File: config.mk
export PLATFORM = sky130hd
export DESIGN_NAME = rt_fill_ctrl
export DESIGN_NICKNAME = d
export VERILOG_FILES = /design/src/rtl/rt_fill_pkg.sv /design/src/rtl/rt_fill_tracker.sv /design/src/rtl/rt_tag_store.sv /design/src/rtl/rt_word_array.sv /design/src/rtl/rt_fill_ctrl.sv
export SDC_FILE = /design/constraint.sdc
export NUM_CORES = 1
export LEC_CHECK = 0
export ABC_CLOCK_PERIOD_IN_PS = 6150
export BUFFER_PORTS_ARGS = -buffer_cell sky130_fd_sc_hd__buf_2
export CAP_MARGIN = 20
export CORE_UTILIZATION = 60
export DETAILED_ROUTE_END_ITERATION = 7
export PLACE_DENSITY = 0.79
export SETUP_SLACK_MARGIN = 0.02
export SYNTH_ARGS = -nofsm -noshare
export SYNTH_HDL_FRONTEND = slang
export SYNTH_SLANG_ARGS = --single-unit
File: constraint.sdc
create_clock -name clk_i -period 6.15 [get_ports clk_i]
set_input_delay 1.23 -clock clk_i [delete_from_list [all_inputs] [get_ports clk_i]]
set_output_delay 1.23 -clock clk_i [all_outputs]
set_load 0.1 [all_outputs]
File: src/rtl/rt_fill_pkg.sv
package rt_fill_pkg;
  typedef enum logic {
    FILL_IDLE = 1'b0,
    FILL_RUN  = 1'b1
  } fill_state_e;
endpackage

File: src/rtl/rt_fill_tracker.sv
module rt_fill_tracker import rt_fill_pkg::*; #(
  parameter int BLK_W     = 10,
  parameter int UNIT_LOG2 = 2
) (
  input  logic             clk_i,
  input  logic             rst_ni,
  input  logic             req_accept_i,
  input  logic [BLK_W-1:0] req_blk_i,
  input  logic             bus_valid_i,
  input  logic [BLK_W-1:0] bus_blk_i,
  input  logic             bus_last_i,
  input  logic             full_capture_i,
  output logic             busy_o,
  output logic             take_o,
  output logic [BLK_W-1:0] eff_blk_o,
  output logic             complete_o,
  output logic             done_o
);
  localparam int CNT_W = UNIT_LOG2 + 1;
  localparam logic [CNT_W-1:0] LAST_CNT = CNT_W'((1 << UNIT_LOG2) - 1);

  fill_state_e      state_q;
  logic [BLK_W-1:0] blk_q;
  logic [CNT_W-1:0] cnt_q;
  logic             in_blk, abort;

  always_comb begin
    in_blk     = (bus_blk_i == blk_q);
    take_o     = bus_valid_i && (full_capture_i || (state_q == FILL_RUN && in_blk));
    // full capture: block follows the first beat of the broadcast
    eff_blk_o  = (full_capture_i && cnt_q == '0) ? bus_blk_i : blk_q;
    complete_o = take_o && (cnt_q == LAST_CNT);
    abort      = bus_valid_i && bus_last_i && !complete_o && (state_q == FILL_RUN || take_o);
    busy_o     = (state_q == FILL_RUN);
  end

  always_ff @(posedge clk_i or negedge rst_ni) begin
    if (!rst_ni) begin
      state_q <= FILL_IDLE;
      blk_q   <= '0;
      cnt_q   <= '0;
      done_o  <= 1'b0;
    end else begin
      done_o <= complete_o;
      if (req_accept_i) begin
        state_q <= FILL_RUN;
        blk_q   <= req_blk_i;
        cnt_q   <= '0;
      end else if (complete_o || abort) begin
        state_q <= FILL_IDLE;
        cnt_q   <= '0;
      end else if (take_o) begin
        state_q <= FILL_RUN;
        blk_q   <= eff_blk_o;
        cnt_q   <= cnt_q + 1'b1;
      end
    end
  end
endmodule

File: src/rtl/rt_tag_store.sv
module rt_tag_store #(
  parameter int TAG_W     = 8,
  parameter int SLOT_LOG2 = 2
) (
  input  logic                   clk_i,
  input  logic                   rst_ni,
  input  logic                   clear_i,
  input  logic [SLOT_LOG2-1:0]   clear_slot_i,
  input  logic                   take_i,
  input  logic                   complete_i,
  input  logic [SLOT_LOG2-1:0]   fill_slot_i,
  input  logic [TAG_W-1:0]       fill_tag_i,
  input  logic                   look_valid_i,
  input  logic [SLOT_LOG2-1:0]   look_slot_i,
  input  logic [TAG_W-1:0]       look_tag_i,
  output logic [(1<<SLOT_LOG2)-1:0] valid_o,
  output logic                   hit_o
);
  localparam int SLOTS = 1 << SLOT_LOG2;

  logic [TAG_W-1:0] tag_q [SLOTS];

  for (genvar s = 0; s < SLOTS; s++) begin : g_slot
    logic hit_here, clr_here;
    assign hit_here = (fill_slot_i == SLOT_LOG2'(s)) && take_i;
    assign clr_here = (clear_slot_i == SLOT_LOG2'(s)) && clear_i;

    always_ff @(posedge clk_i or negedge rst_ni) begin
      if (!rst_ni) begin
        valid_o[s] <= 1'b0;
        tag_q[s]   <= '0;
      end else if (hit_here && complete_i) begin
        valid_o[s] <= 1'b1;
        tag_q[s]   <= fill_tag_i;
      end else if (hit_here || clr_here) begin
        valid_o[s] <= 1'b0;
      end
    end
  end

  assign hit_o = look_valid_i && valid_o[look_slot_i] && (tag_q[look_slot_i] == look_tag_i);
endmodule

File: src/rtl/rt_word_array.sv
module rt_word_array #(
  parameter int DATA_W = 16,
  parameter int IDX_W  = 4
) (
  input  logic              clk_i,
  input  logic              we_i,
  input  logic [IDX_W-1:0]  waddr_i,
  input  logic [DATA_W-1:0] wdata_i,
  input  logic [IDX_W-1:0]  raddr_i,
  output logic [DATA_W-1:0] rdata_o
);
  localparam int DEPTH = 1 << IDX_W;

  logic [DATA_W-1:0] mem_q [DEPTH];

  always_ff @(posedge clk_i) begin
    if (we_i) mem_q[waddr_i] <= wdata_i;
  end

  assign rdata_o = mem_q[raddr_i];
endmodule

File: src/rtl/rt_fill_ctrl.sv
module rt_fill_ctrl #(
  parameter int ADDR_W    = 12,
  parameter int DATA_W    = 16,
  parameter int UNIT_LOG2 = 2,
  parameter int SLOT_LOG2 = 2
) (
  input  logic                      clk_i,
  input  logic                      rst_ni,
  input  logic                      req_valid_i,
  input  logic [ADDR_W-1:0]         req_addr_i,
  input  logic                      bus_valid_i,
  input  logic [ADDR_W-1:0]         bus_addr_i,
  input  logic [DATA_W-1:0]         bus_data_i,
  input  logic                      bus_last_i,
  input  logic                      full_capture_i,
  output logic                      hit_o,
  output logic [DATA_W-1:0]         hit_data_o,
  output logic                      busy_o,
  output logic                      fill_done_o,
  output logic [(1<<SLOT_LOG2)-1:0] tag_valid_o
);
  localparam int BLK_W = ADDR_W - UNIT_LOG2;
  localparam int TAG_W = BLK_W - SLOT_LOG2;
  localparam int IDX_W = UNIT_LOG2 + SLOT_LOG2;

  logic [BLK_W-1:0] req_blk, bus_blk, eff_blk;
  logic             accept, take, complete;

  assign req_blk = req_addr_i[ADDR_W-1:UNIT_LOG2];
  assign bus_blk = bus_addr_i[ADDR_W-1:UNIT_LOG2];
  assign accept  = req_valid_i && !hit_o && !busy_o;

  rt_fill_tracker #(
    .BLK_W    (BLK_W),
    .UNIT_LOG2(UNIT_LOG2)
  ) u_tracker (
    .clk_i         (clk_i),
    .rst_ni        (rst_ni),
    .req_accept_i  (accept),
    .req_blk_i     (req_blk),
    .bus_valid_i   (bus_valid_i),
    .bus_blk_i     (bus_blk),
    .bus_last_i    (bus_last_i),
    .full_capture_i(full_capture_i),
    .busy_o        (busy_o),
    .take_o        (take),
    .eff_blk_o     (eff_blk),
    .complete_o    (complete),
    .done_o        (fill_done_o)
  );

  rt_tag_store #(
    .TAG_W    (TAG_W),
    .SLOT_LOG2(SLOT_LOG2)
  ) u_tags (
    .clk_i       (clk_i),
    .rst_ni      (rst_ni),
    .clear_i     (accept),
    .clear_slot_i(req_blk[SLOT_LOG2-1:0]),
    .take_i      (take),
    .complete_i  (complete),
    .fill_slot_i (eff_blk[SLOT_LOG2-1:0]),
    .fill_tag_i  (eff_blk[BLK_W-1:SLOT_LOG2]),
    .look_valid_i(req_valid_i),
    .look_slot_i (req_blk[SLOT_LOG2-1:0]),
    .look_tag_i  (req_blk[BLK_W-1:SLOT_LOG2]),
    .valid_o     (tag_valid_o),
    .hit_o       (hit_o)
  );

  rt_word_array #(
    .DATA_W(DATA_W),
    .IDX_W (IDX_W)
  ) u_words (
    .clk_i  (clk_i),
    .we_i   (take),
    .waddr_i(bus_addr_i[IDX_W-1:0]),
    .wdata_i(bus_data_i),
    .raddr_i(req_addr_i[IDX_W-1:0]),
    .rdata_o(hit_data_o)
  );
endmodule

==> impl_metrics.ini <==
[outcome]
status = completed

[placed_design]
io_buffer_count = 68
dp_hpwl_microns = 15300
place_congestion = 0.864
dpl.cell_count = 917

[synth]
synth_edf_count = 256
synth_cell_types = 44
ys_ff_latch = 307
ys_warn_count = 0
avgSynthCellArea_sq_um = 21.2
synthArstFlopShare = 0.166
synth.cell_area_sq_um = 12500
ys_seq_area_frac = 0.719
synthesis.nets = 638
synth_ff_type = edfxtp_1
syn_inst = 589

[timing]
period_needed_ns = 4.90
fin_skew_ns = 0.0130
slew_viol_final = 0
worst_pin_slew_ns = 1.02
rsz0062_at_grt = false
setup_viol = 0
slew_headroom = 0.323
hold_viol = 0
max_freq_mhz = 204
fin_crit_sh = 0.796
setup_tns_ns = 0

[power_and_ir_drop]
leakage_nw = 5.07
ir_drop_v = 0.000174
p_per_area_nw_per_um2 = 327

[route]
vias = 6319
wl_per_cell_microns = 28.7
routed_wl_microns = 28000
dr.pass1.iters = 5
drtAntennaViolNets = 0
drtIter0Drc = 533
drt-vias-per-instance = 6.47
drc = 0

[cts]
post_cts_buffers = 0
cts_hold_buf = 0
clk_latency_ns = 0.55
cts_resized = 0
cts_buffers = 30
path_clk_slew_ns = 0.06
clock-sinks = 307
clockBufferDepth = 3
cts_max_level = 1
cts_tree = done
clockRootBuffer = clkbuf_16

[setup_path]
crit_type = input port to output port
cp-end-kind = output port
critPathRequiredTime_ns = 4.92
critPathArrivalTime_ns = 3.67
critical_path.max_fanout = 17
r2r_setup_slack_ns = 2.77
cp-start-kind = input port

[final_layout]
area_growth_syn_to_layout_pct = 14.6
drive_above_1_share = 0.423
fillers = 1214
final_cell_count_no_fill = 976
final_util = 0.704
final_nets = 733

[global_routing]
grt_use_total = 0.272
overflow = 0
grt_pass1_wl_microns = 41500
use_met3 = 0.0419
grt_max_degree = 52
grt-busiest-layer = met2
use_met1 = 0.364
grt_pass1_vias = 6611
use_met2 = 0.466
antenna_found_initial = 0

[floorplan]
rows = 52
dieArea_sq_um = 21400
initial_core_util = 0.614
core_sq_um = 20300
die_h_microns = 146
ios = 69
dieWidth_microns = 146

[job]
max-cap-violations = 0

[min_path]
min_path_type = flop to flop
cell families after synthesis:
| logic type | share of synthesized area |
|---|---|
| AOI/OAI and AO/OA | 0.0123 |
| xor gates and xnor gates | 0.0126 |
| adders and majority gates | 0.00301 |
| buffers and inverters | 0.0125 |
| DFF | 0.719 |
| muxes | 0.217 |
| and+or+nand+nor | 0.0240 |
Yosys cell counts (7+ instances only):
cell type | n | share of area
xor2_1 | 11 | 0.0077
xnor2_1 | 7 | 0.0049
clkbuf_1 | 18 | 0.0054
mux4_2 | 82 | 0.15
edfxtp_1 | 256 | 0.62
mux2_2 | 53 | 0.048
mux4_1 | 7 | 0.015
inv_1 | 7 | 0.0021
buf_1 | 7 | 0.0021
dfrtp_1 | 51 | 0.10
nor2_1 | 20 | 0.0060
nand2_1 | 7 | 0.0021
power by group:
group / switching (mW) / leakage, nW / internal [mW] / total, mW
Clock: 0.753 / 0.473 / 1.08 / 1.84
Sequential: 0.0418 / 2.99 / 2.32 / 2.36
Combinational: 0.293 / 1.61 / 0.189 / 0.482
Total: 1.09 / 5.07 / 3.59 / 4.68
through the flow:
stage               hold WS, ns  power, mW  worst slack [ns]  instance area, sq um
floorplan                 0.472       2.75             0.338                 12500
CTS                       0.502       4.70              1.23                 14200
global placement          0.481       2.85              1.20                 13200
finish                    0.505       4.68              1.25                 14300
detailed placement        0.488       2.87              1.25                 13200
global route              0.526       4.81              1.13                 14300
area by class of cell:
class	instances	area, sq um	area share
repair buffers	92	573	0.0401
diodes	1	2.50	0.000175
well taps	270	338	0.0236
clock buffers	38	802	0.0561
inverters	8	30.0	0.00210
clock inverters	15	179	0.0125
multi-input cells	245	3410	0.238
flip-flops and latches	307	8960	0.627
registers in the layout (all words and copies together), names as in the netlist:
| signal | count |
|---|---|
| u_tags.tag_q | 32 |
| u_tags.valid_o | 4 |
| u_tracker.blk_q | 10 |
| u_tracker.busy_o | 1 |
| u_tracker.cnt_q | 3 |
| u_tracker.done_o | 1 |
| u_words.mem_q | 256 |
final timing paths:
kind                                     from                   end  depth (start not counted)
min                          u_tags.tag_q[27]      u_tags.tag_q[27]                          1
max                             req_addr_i[2]                 hit_o                          6
max reg2reg                u_tracker.blk_q[9]  u_words.mem_q[15][1]                          7
max in group asynchronous              rst_ni    u_tracker.blk_q[8]                          2
min in group asynchronous              rst_ni     u_tags.valid_o[0]                          1
min reg2reg                  u_tags.tag_q[27]      u_tags.tag_q[27]                          1
worst max-delay path: stages:
cell	delay, ns
buf_2	0.47
mux4_1	0.64
xor2_1	0.16
or4_4	0.56
nor3_1	0.14
buf_2	0.46
metal layers:
| metal | wire, microns | share of wire |
|---|---|---|
| met5 | 0 | 0 |
| met4 | 588 | 0.021 |
| met3 | 2030 | 0.072 |
| met2 | 14700 | 0.52 |
| met1 | 10700 | 0.38 |
cell usage in the layout, fill, tap and decap left out, types with 2 or more instances in the layout:
cell and count:
or3_1 3, nor3_2 4, clkinvlp_4 2, mux4_2 82
nor2b_1 2, a31o_2 3, nor2_2 12, ha_1 3
a31oi_1 2, nand2b_1 2, inv_1 7, o21ai_0 3
clkbuf_16 31, nor3_1 2, mux2_2 53, bufinv_16 4
nand2_1 7, xor2_1 11, clkbuf_1 7, buf_8 5
xnor2_1 7, mux2_4 3, and2_1 2, dfrtp_1 51
buf_4 19, nor2_1 8, buf_2 67, a22oi_1 2
a21oi_1 3, clkinv_1 4, mux2i_1 3, and3_1 2
nand3b_1 4, edfxtp_1 256, clkinv_2 4, nand3_1 2
mux4_1 7
Power figures use the tool's default switching activity.
